$ cat src/rtl/lsm_pkg.sv
package lsm_pkg;
  localparam int REG_W     = 8;
  localparam int NUM_FLAGS = 3;
  // index of each flag inside the internal flag vector
  localparam int FL_BRK  = 0;
  localparam int FL_BERR = 1;
  localparam int FL_EDGE = 2;
  // bit positions inside the status byte (software decodes these)
  localparam int BIT_BRK  = 0;
  localparam int BIT_BERR = 1;
  localparam int BIT_BVAL = 2;
  localparam int BIT_EDGE = 7;

  function automatic logic [REG_W-1:0] pack_status(
    input logic [NUM_FLAGS-1:0] flags,
    input logic                 bval
  );
    logic [REG_W-1:0] r;
    r           = '0;
    r[BIT_BRK]  = flags[FL_BRK];
    r[BIT_BERR] = flags[FL_BERR];
    r[BIT_BVAL] = bval;
    r[BIT_EDGE] = flags[FL_EDGE];
    return r;
  endfunction
endpackage

$ cat src/rtl/lsm_sync.sv
module lsm_sync #(
  parameter int STAGES  = 2,
  parameter bit RST_VAL = 1'b1
) (
  input  logic clk,
  input  logic rst,
  input  logic d_i,
  output logic q_o
);
  logic [STAGES-1:0] stg;

  always_ff @(posedge clk) begin
    if (rst) stg <= {STAGES{RST_VAL}};
    else     stg <= {stg[STAGES-2:0], d_i};
  end

  assign q_o = stg[STAGES-1];
endmodule

$ cat src/rtl/lsm_edge_det.sv
module lsm_edge_det #(
  parameter bit RST_VAL = 1'b1
) (
  input  logic clk,
  input  logic rst,
  input  logic d_i,
  input  logic pol_i,
  output logic edge_o
);
  logic prev_q;

  always_ff @(posedge clk) begin
    if (rst) prev_q <= RST_VAL;
    else     prev_q <= d_i;
  end

  // pol_i = 1 selects rising, 0 selects falling
  assign edge_o = pol_i ? (d_i & ~prev_q) : (~d_i & prev_q);
endmodule

$ cat src/rtl/lsm_flag_cell.sv
module lsm_flag_cell (
  input  logic clk,
  input  logic rst,
  input  logic set_i,
  input  logic clr_i,
  output logic nxt_o,
  output logic q_o
);
  logic q;

  // a set in the same cycle as a clear wins
  always_comb begin
    if (set_i)      nxt_o = 1'b1;
    else if (clr_i) nxt_o = 1'b0;
    else            nxt_o = q;
  end

  always_ff @(posedge clk) begin
    if (rst) q <= 1'b0;
    else     q <= nxt_o;
  end

  assign q_o = q;
endmodule

$ cat src/rtl/lsm_rx_monitor.sv
module lsm_rx_monitor
  import lsm_pkg::*;
#(
  parameter int SYNC_STAGES = 2,
  parameter bit RX_IDLE     = 1'b1
) (
  input  logic             clk,
  input  logic             rst,
  input  logic             rx_i,
  input  logic             rx_pol_i,
  input  logic             tx_bit_i,
  input  logic             cmp_stb_i,
  input  logic             brk_rx_i,
  input  logic             berr_det_en_i,
  input  logic             brk_det_en_i,
  input  logic             edge_ie_i,
  input  logic             berr_ie_i,
  input  logic             brk_ie_i,
  input  logic             alt_map_i,
  input  logic             reg_rd_i,
  input  logic             reg_wr_i,
  input  logic [REG_W-1:0] reg_wdata_i,
  output logic [REG_W-1:0] reg_rdata_o,
  output logic             irq_o
);
  logic                 rx_s;
  logic                 edge_hit;
  logic                 mismatch;
  logic                 brk_hit;
  logic                 wr_acc;
  logic                 rd_acc;
  logic [NUM_FLAGS-1:0] set_vec;
  logic [NUM_FLAGS-1:0] clr_vec;
  logic [NUM_FLAGS-1:0] ie_vec;
  logic [NUM_FLAGS-1:0] flag_nxt;
  logic [NUM_FLAGS-1:0] flag_q;
  logic                 berr_val_q;
  logic [REG_W-1:0]     rdata_q;
  logic                 irq_q;
  logic                 unused_wbits;

  lsm_sync #(.STAGES(SYNC_STAGES), .RST_VAL(RX_IDLE)) u_sync (
    .clk(clk), .rst(rst), .d_i(rx_i), .q_o(rx_s)
  );

  lsm_edge_det #(.RST_VAL(RX_IDLE)) u_edge (
    .clk(clk), .rst(rst), .d_i(rx_s), .pol_i(rx_pol_i), .edge_o(edge_hit)
  );

  assign mismatch = cmp_stb_i & berr_det_en_i & (rx_s ^ tx_bit_i);
  assign brk_hit  = brk_rx_i & brk_det_en_i;
  assign wr_acc   = reg_wr_i & alt_map_i;
  assign rd_acc   = reg_rd_i & alt_map_i;

  always_comb begin
    set_vec          = '0;
    set_vec[FL_EDGE] = edge_hit;
    set_vec[FL_BERR] = mismatch;
    set_vec[FL_BRK]  = brk_hit;
    clr_vec          = '0;
    clr_vec[FL_EDGE] = wr_acc & reg_wdata_i[BIT_EDGE];
    clr_vec[FL_BERR] = wr_acc & reg_wdata_i[BIT_BERR];
    clr_vec[FL_BRK]  = wr_acc & reg_wdata_i[BIT_BRK];
    ie_vec           = '0;
    ie_vec[FL_EDGE]  = edge_ie_i;
    ie_vec[FL_BERR]  = berr_ie_i;
    ie_vec[FL_BRK]   = brk_ie_i;
  end

  for (genvar g = 0; g < NUM_FLAGS; g++) begin : g_flag
    lsm_flag_cell u_cell (
      .clk(clk), .rst(rst), .set_i(set_vec[g]), .clr_i(clr_vec[g]),
      .nxt_o(flag_nxt[g]), .q_o(flag_q[g])
    );
  end

  // sampled level is kept until the next mismatch
  always_ff @(posedge clk) begin
    if (rst)           berr_val_q <= 1'b0;
    else if (mismatch) berr_val_q <= rx_s;
  end

  always_ff @(posedge clk) begin
    if (rst) begin
      rdata_q <= '0;
      irq_q   <= 1'b0;
    end else begin
      rdata_q <= rd_acc ? pack_status(flag_q, berr_val_q) : '0;
      irq_q   <= |(flag_nxt & ie_vec);
    end
  end

  assign reg_rdata_o  = rdata_q;
  assign irq_o        = irq_q;
  assign unused_wbits = ^{reg_wdata_i[BIT_EDGE-1:BIT_BVAL]};
endmodule

$ cat config.mk
export PLATFORM = sky130hd
export DESIGN_NAME = lsm_rx_monitor
export DESIGN_NICKNAME = d
export VERILOG_FILES = /design/src/rtl/lsm_pkg.sv /design/src/rtl/lsm_sync.sv /design/src/rtl/lsm_edge_det.sv /design/src/rtl/lsm_flag_cell.sv /design/src/rtl/lsm_rx_monitor.sv
export SDC_FILE = /design/constraint.sdc
export NUM_CORES = 1
export LEC_CHECK = 0
export BUFFER_PORTS_ARGS = -buffer_cell sky130_fd_sc_hd__clkbuf_2
export CORE_AREA = 10 10 47 49
export DETAILED_ROUTE_END_ITERATION = 8
export DIE_AREA = 0 0 57 59
export PLACE_DENSITY = 0.76
export SKIP_CTS_REPAIR_TIMING = 1
export SYNTH_ARGS = -nofsm -noshare
export SYNTH_HDL_FRONTEND = slang
export SYNTH_SLANG_ARGS = --single-unit
$ cat constraint.sdc
create_clock -name clk -period 3.4 [get_ports clk]
set_clock_uncertainty 0.2 [all_clocks]
set_input_delay 0.85 -clock clk [delete_from_list [all_inputs] [get_ports clk]]
set_output_delay 0.85 -clock clk [all_outputs]
set_load 0.1 [all_outputs]
==> impl_metrics.yaml, run 1 <==
worst_setup_path:
  cp-end-kind: "output port"
  critical_path_buf_inv_count: 1
  crit_slowest_cell: "clkbuf_2"
  cp-endpoint: "reg_rdata_o[7]"
  worstPathArrival_ns: 1.05
  cpPeakStageDelay_ns: 0.45
  cp.required_ns: 2.35
  critPathTopFamily: "buffers and inverters"
  critPathLaunch: "reg_rdata_o[7]"
  cp_cell_sequence: "clkbuf_2"
  reg2reg_slack_ns: 2.06
  critical_path.max_fanout: 1
  r2r_start: "u_sync.stg[1]"
  r2r_cells: 3
  reg2reg_to: "irq_o"
  cp-start-kind: "flop"
  path_class: "flop to output port"
  worst-path-stages: 1
floorplan:
  ios: 32
  dieArea_sq_um: 3363
  die_y_microns: 59
  core.rowCount: 14
  core-area_sq_um: 1401
  die_w_microns: 57
  initial_core_util: 0.3607
logic_synthesis:
  syn_area_per_cell_sq_um: 9.911
  synthTopCellsByArea: "dfxtp_1 48%, buf_4 7.4%, and2_1 3.7%, or2_2 3.7%, a32oi_1 3.5%"
  async_reset_ff_frac: 0
  ys_top_cells_by_count: "12 x dfxtp_1, 5 x buf_4, 3 x and2_1, 3 x inv_1, 3 x or2_2"
  postSynthCellCount: 51
  synth_top_flop_cell: "dfxtp_1"
  synth_edf_count: 0
  syn_area_sq_um: 505.5
  ys_types: 26
  synth_top_area_frac: 0.4752
  ys_seq_area_frac: 0.4752
  yosysTopAreaCell: "dfxtp_1"
  yosysWarnings: 0
  yosysMostFrequentCell: "dfxtp_1"
  ys_ff_latch: 12
placement:
  io_buffers: 22
  dp_hpwl_microns: 956.6
  dp_slack_ns: 1.333
  place_congestion: 0.6699
power_and_ir_drop:
  total_power_w: 0.0003291
  ir_drop_uv: 162.2
  leakagePower_nw: 0.3081
  pwr-share-seq: 0.454
  p_clk_frac: 0.357
  p_per_area_nw_per_um2: 509.8
  p_sw_w: 0.0001011
  pwr-share-comb: 0.189
  switching_share: 0.3071
  p_int_w: 0.0002281
layout:
  n_antenna_cell: 0
  drive_above_1_share: 0.4267
  area_growth_pct: 27.72
  fill_cells: 158
  nets: 99
sta:
  hold_viol: 0
  slew_headroom: 0.6399
  fmax_ghz: 0.4772
  tightest_slew_ns: 0.5424
  period_share: 0.6164
  slew_viol_final: 0
  fin_ws_ns: 1.304
  setup_tns_ns: 0
  min_period_ns: 2.096
  finalSetupViolations: 0
  rsz0062_at_grt: "false"
detailed_routing:
  vias: 420
  drt_pass1_iterations: 3
  drc_errors: 0
  wl_mm: 1.169
  wl_per_cell_microns: 12.85
  drt_iter0_markers: 2
  ant_nets: 0
  viasPerCell: 4.615
clock_tree:
  cts.sinks: 12
  clockRootBuffer: "clkbuf_4"
  clk_pin_slew_ns: 0.08
  numCtsBuffers: 3
  cts_max_level: 1
  cts.path.max_buffers: 2
  clk_latency_ns: 0.28
  cts_tree: "yes"
global_route:
  antenna_found_initial: 0
  grt_usage: 0.07093
  grt_use_met2: 0.1163
  grt_pass1_vias: 427
  grtUsageMet3: 0.02361
  met1_usage: 0.06053
  grt_overflow: 0
  grt_first_pass_wirelength_mm: 1.759
  grt_max_degree: 13
  top_usage_layer: "met2"
worst_hold_path:
  min_path_type: "flop to flop"
  min_path_cells: 1
job:
  drv_cap: 0
run_status:
  status: "complete, no violations"
==> power groups by stage <==
| stage | registers (W) | clock network (W) | logic, W |
|---|---|---|---|
| 3_5_place_dp | 0.000153 | 0 | 0.0000624 |
| 4_1_cts | 0.000150 | 0.000120 | 0.0000626 |
| 6_report | 0.000149 | 0.000117 | 0.0000623 |
| 3_3_place_gp | 0.000153 | 0 | 0.0000617 |
| 2_1_floorplan | 0.000166 | 0 | 0.0000377 |
| 5_1_grt | 0.000150 | 0.000125 | 0.0000669 |
==> metrics by stage <==
stage	utilization	hold slack (ns)	std cells	instance area, sq um
final	0.4607	0.2211	91	645.6
after global routing	0.4607	0.2541	91	645.6
after CTS	0.4607	0.2197	91	645.6
after detailed placement	0.4348	0.1976	87	609.3
after global placement	0.4348	0.1936	87	609.3
after floorplan	-	0.1895	54	516.7
==> cells by family (layout without fill, tap and decap cells) <==
logic type	Yosys count	in the layout	share of synthesized area
xor gates and xnor gates	1	1	0.03219
DFF	12	12	0.4752
AOI/OAI and AO/OA	9	9	0.1436
and+or+nand+nor	19	19	0.2376
other	1	4	0.007419
buffers and inverters	9	30	0.1040
==> layer usage <==
metal	part of all wire	vias up	wire length (microns)
met2	0.48	18	557
met4	0.045	0	53
li1	-	218	-
met5	0	-	0
met3	0.056	4	66
met1	0.42	180	491
==> worst min path at each step <==
| stage | startpoint | end | slack [ns] |
|---|---|---|---|
| floorplan | u_sync.stg[0] | u_sync.stg[1] | 0.19 |
| global placement | u_sync.stg[0] | u_sync.stg[1] | 0.19 |
| detailed placement | u_sync.stg[0] | u_sync.stg[1] | 0.20 |
| CTS | u_sync.stg[0] | u_sync.stg[1] | 0.22 |
| global route | u_sync.stg[0] | u_sync.stg[1] | 0.25 |
| finish | u_sync.stg[0] | u_sync.stg[1] | 0.22 |
==> layout make-up <==
cell class                 instances  area [sq um]  share of cell area
sequential                        12         240.2              0.3721
inverter                           4         15.01             0.02326
multi-input combinational         33         224.0              0.3469
timing repair buffer              22         110.1              0.1705
clock buffer                       4         36.28             0.05620
tap                               16         20.02             0.03101
==> flip-flops by register name, summed over array words and instances, names as in the netlist <==
name and flops:
reg_rdata_o 4, g_flag.u_cell.q_o 3, u_sync.stg 2, berr_val_q 1, irq_o 1, u_edge.prev_q 1
==> layout by cell type (no fill, tap or decap), types with 2 or more instances in the layout <==
cell	instances
clkbuf_2	22
dfxtp_1	12
conb_1	4
or2_2	3
inv_1	3
and2_1	3
clkbuf_4	3
nor2_1	2
nor2b_1	2
nand3_1	2
a32oi_1	2
No activity file was read; power rests on OpenSTA's default activity.
==> inputs of run 2 (changes only) <==
CORE_AREA = unset   (was 10 10 47 49)
CORE_MARGIN = 10   (was unset)
CORE_UTILIZATION = 39   (was unset)
DIE_AREA = unset   (was 0 0 57 59)
PLACE_DENSITY = 0.77   (was 0.76)
clock period = 2.2 ns   (was 3.4 ns; I/O delays follow)
==> impl_metrics.yaml, run 2 (synthesis results as in run 1) <==
global_route:
  antenna_found_initial: 0
  grt_max_degree: 13
  grt_usage: 0.07088
  grt_overflow: 0
  grt_pass1_vias: 440
  grt_first_pass_wirelength_mm: 1.828
power_and_ir_drop:
  p_sw_w: 0.0001453
  p_per_area_nw_per_um2: 773.9
  p_clk_frac: 0.343
  ir_drop_uv: 508.7
  switching_share: 0.2920
  p_int_w: 0.0003524
  leakagePower_nw: 0.3081
  pwr-share-seq: 0.464
  pwr-share-comb: 0.193
detailed_routing:
  ant_nets: 0
  vias: 425
  drt_pass1_iterations: 4
  drt_iter0_markers: 5
  wl_per_cell_microns: 12.25
  wl_mm: 1.090
  drc_errors: 0
  viasPerCell: 4.775
worst_setup_path:
  cp_cell_sequence: "clkbuf_2"
  critical_path.max_fanout: 1
  cpPeakStageDelay_ns: 0.45
  cp.required_ns: 1.45
  cp-end-kind: "output port"
  critical_path_buf_inv_count: 1
  reg2reg_slack_ns: 0.90
  critPathTopFamily: "buffers and inverters"
  path_class: "flop to output port"
  cp-start-kind: "flop"
  worstPathArrival_ns: 1.04
  crit_slowest_cell: "clkbuf_2"
clock_tree:
  cts_max_level: 1
  clk_pin_slew_ns: 0.07
  numCtsBuffers: 3
  cts.sinks: 12
  cts_tree: "yes"
  cts.path.max_buffers: 2
  clk_latency_ns: 0.27
  clockRootBuffer: "clkbuf_4"
layout:
  area_growth_pct: 27.23
  final_cell_mix: "22 x clkbuf_2, 12 x dfxtp_1, 4 x conb_1"
  fin_cells: 89
  largest_register_ffs: 4
  n_antenna_cell: 0
  final_common_cell: "clkbuf_2"
  drive_above_1_share: 0.4267
  fill_cells: 122
  nets: 99
sta:
  fmax_ghz: 0.5598
  hold_viol: 0
  finalSetupViolations: 0
  rsz0062_at_grt: "false"
  min_period_ns: 1.786
  whs_ns: 0.2155
  slew_headroom: 0.6400
  tightest_slew_ns: 0.5423
  setup_tns_ns: 0
  period_share: 0.8120
  slew_viol_final: 0
floorplan:
  dieArea_sq_um: 3136
  die_w_microns: 56
  initial_core_util: 0.4316
  die_y_microns: 56
  core.rowCount: 12
  ios: 32
  core-area_sq_um: 1171
job:
  drv_cap: 0
placement:
  io_buffers: 22
  place_congestion: 0.6998
  dp.cells: 85
  dp_hpwl_microns: 947.2
worst_hold_path:
  min_path_type: "flop to flop"
run_status:
  status: "complete, no violations"
==> run 2: cell counts in the layout (fill, tap and decap cells not counted) <==
No cell type changed its count.
==> run 2: worst paths after layout <==
kind                   from              to  depth (start not counted)
max          reg_rdata_o[7]  reg_rdata_o[7]                          1
min           u_sync.stg[0]   u_sync.stg[1]                          1
min reg2reg   u_sync.stg[0]   u_sync.stg[1]                          1
max reg2reg   u_sync.stg[1]           irq_o                          3
==> run 2: worst reg2reg max path, cell delays in order (launching register included) <==
cell	delay [ns]
dfxtp_1	0.37
and4bb_1	0.22
a311oi_1	0.28
o211ai_1	0.12
==> run 2: routing by layer <==
metal,wire length [microns],global-route usage
met2,484,0.1055
met4,0,0.01024
met1,479,0.07576
met5,0,0
met3,126,0.06150
==> run 2: cell type report <==
cell class,instances,area (sq um),share of cell area
sequential,12,240.2,0.3735
multi-input combinational,33,224.0,0.3482
timing repair buffer,22,110.1,0.1712
clock buffer,4,36.28,0.05642
tap,14,17.52,0.02724
inverter,4,15.01,0.02335
==> run 2: metrics by stage <==
step           power [W]  area (sq um)  worst slack (ns)    util
3_5_place_dp   0.0003328         606.8            0.4465  0.5182
3_3_place_gp   0.0003313         606.8            0.4659  0.5182
5_1_grt        0.0005315         643.1            0.3569  0.5491
4_1_cts        0.0005059         643.1            0.3951  0.5491
2_1_floorplan  0.0003144         516.7            0.5410       -
6_report       0.0004977         643.1            0.4136  0.5491
==> run 2: power by group through the flow <==
| stage | clock network (W) | registers, W | logic (W) |
|---|---|---|---|
| after floorplan | 0 | 0.000256 | 0.0000582 |
| after global placement | 0 | 0.000236 | 0.0000954 |
| after detailed placement | 0 | 0.000236 | 0.0000966 |
| after CTS | 0.000178 | 0.000231 | 0.0000967 |
| after global routing | 0.000196 | 0.000233 | 0.000103 |
| final | 0.000171 | 0.000231 | 0.0000962 |
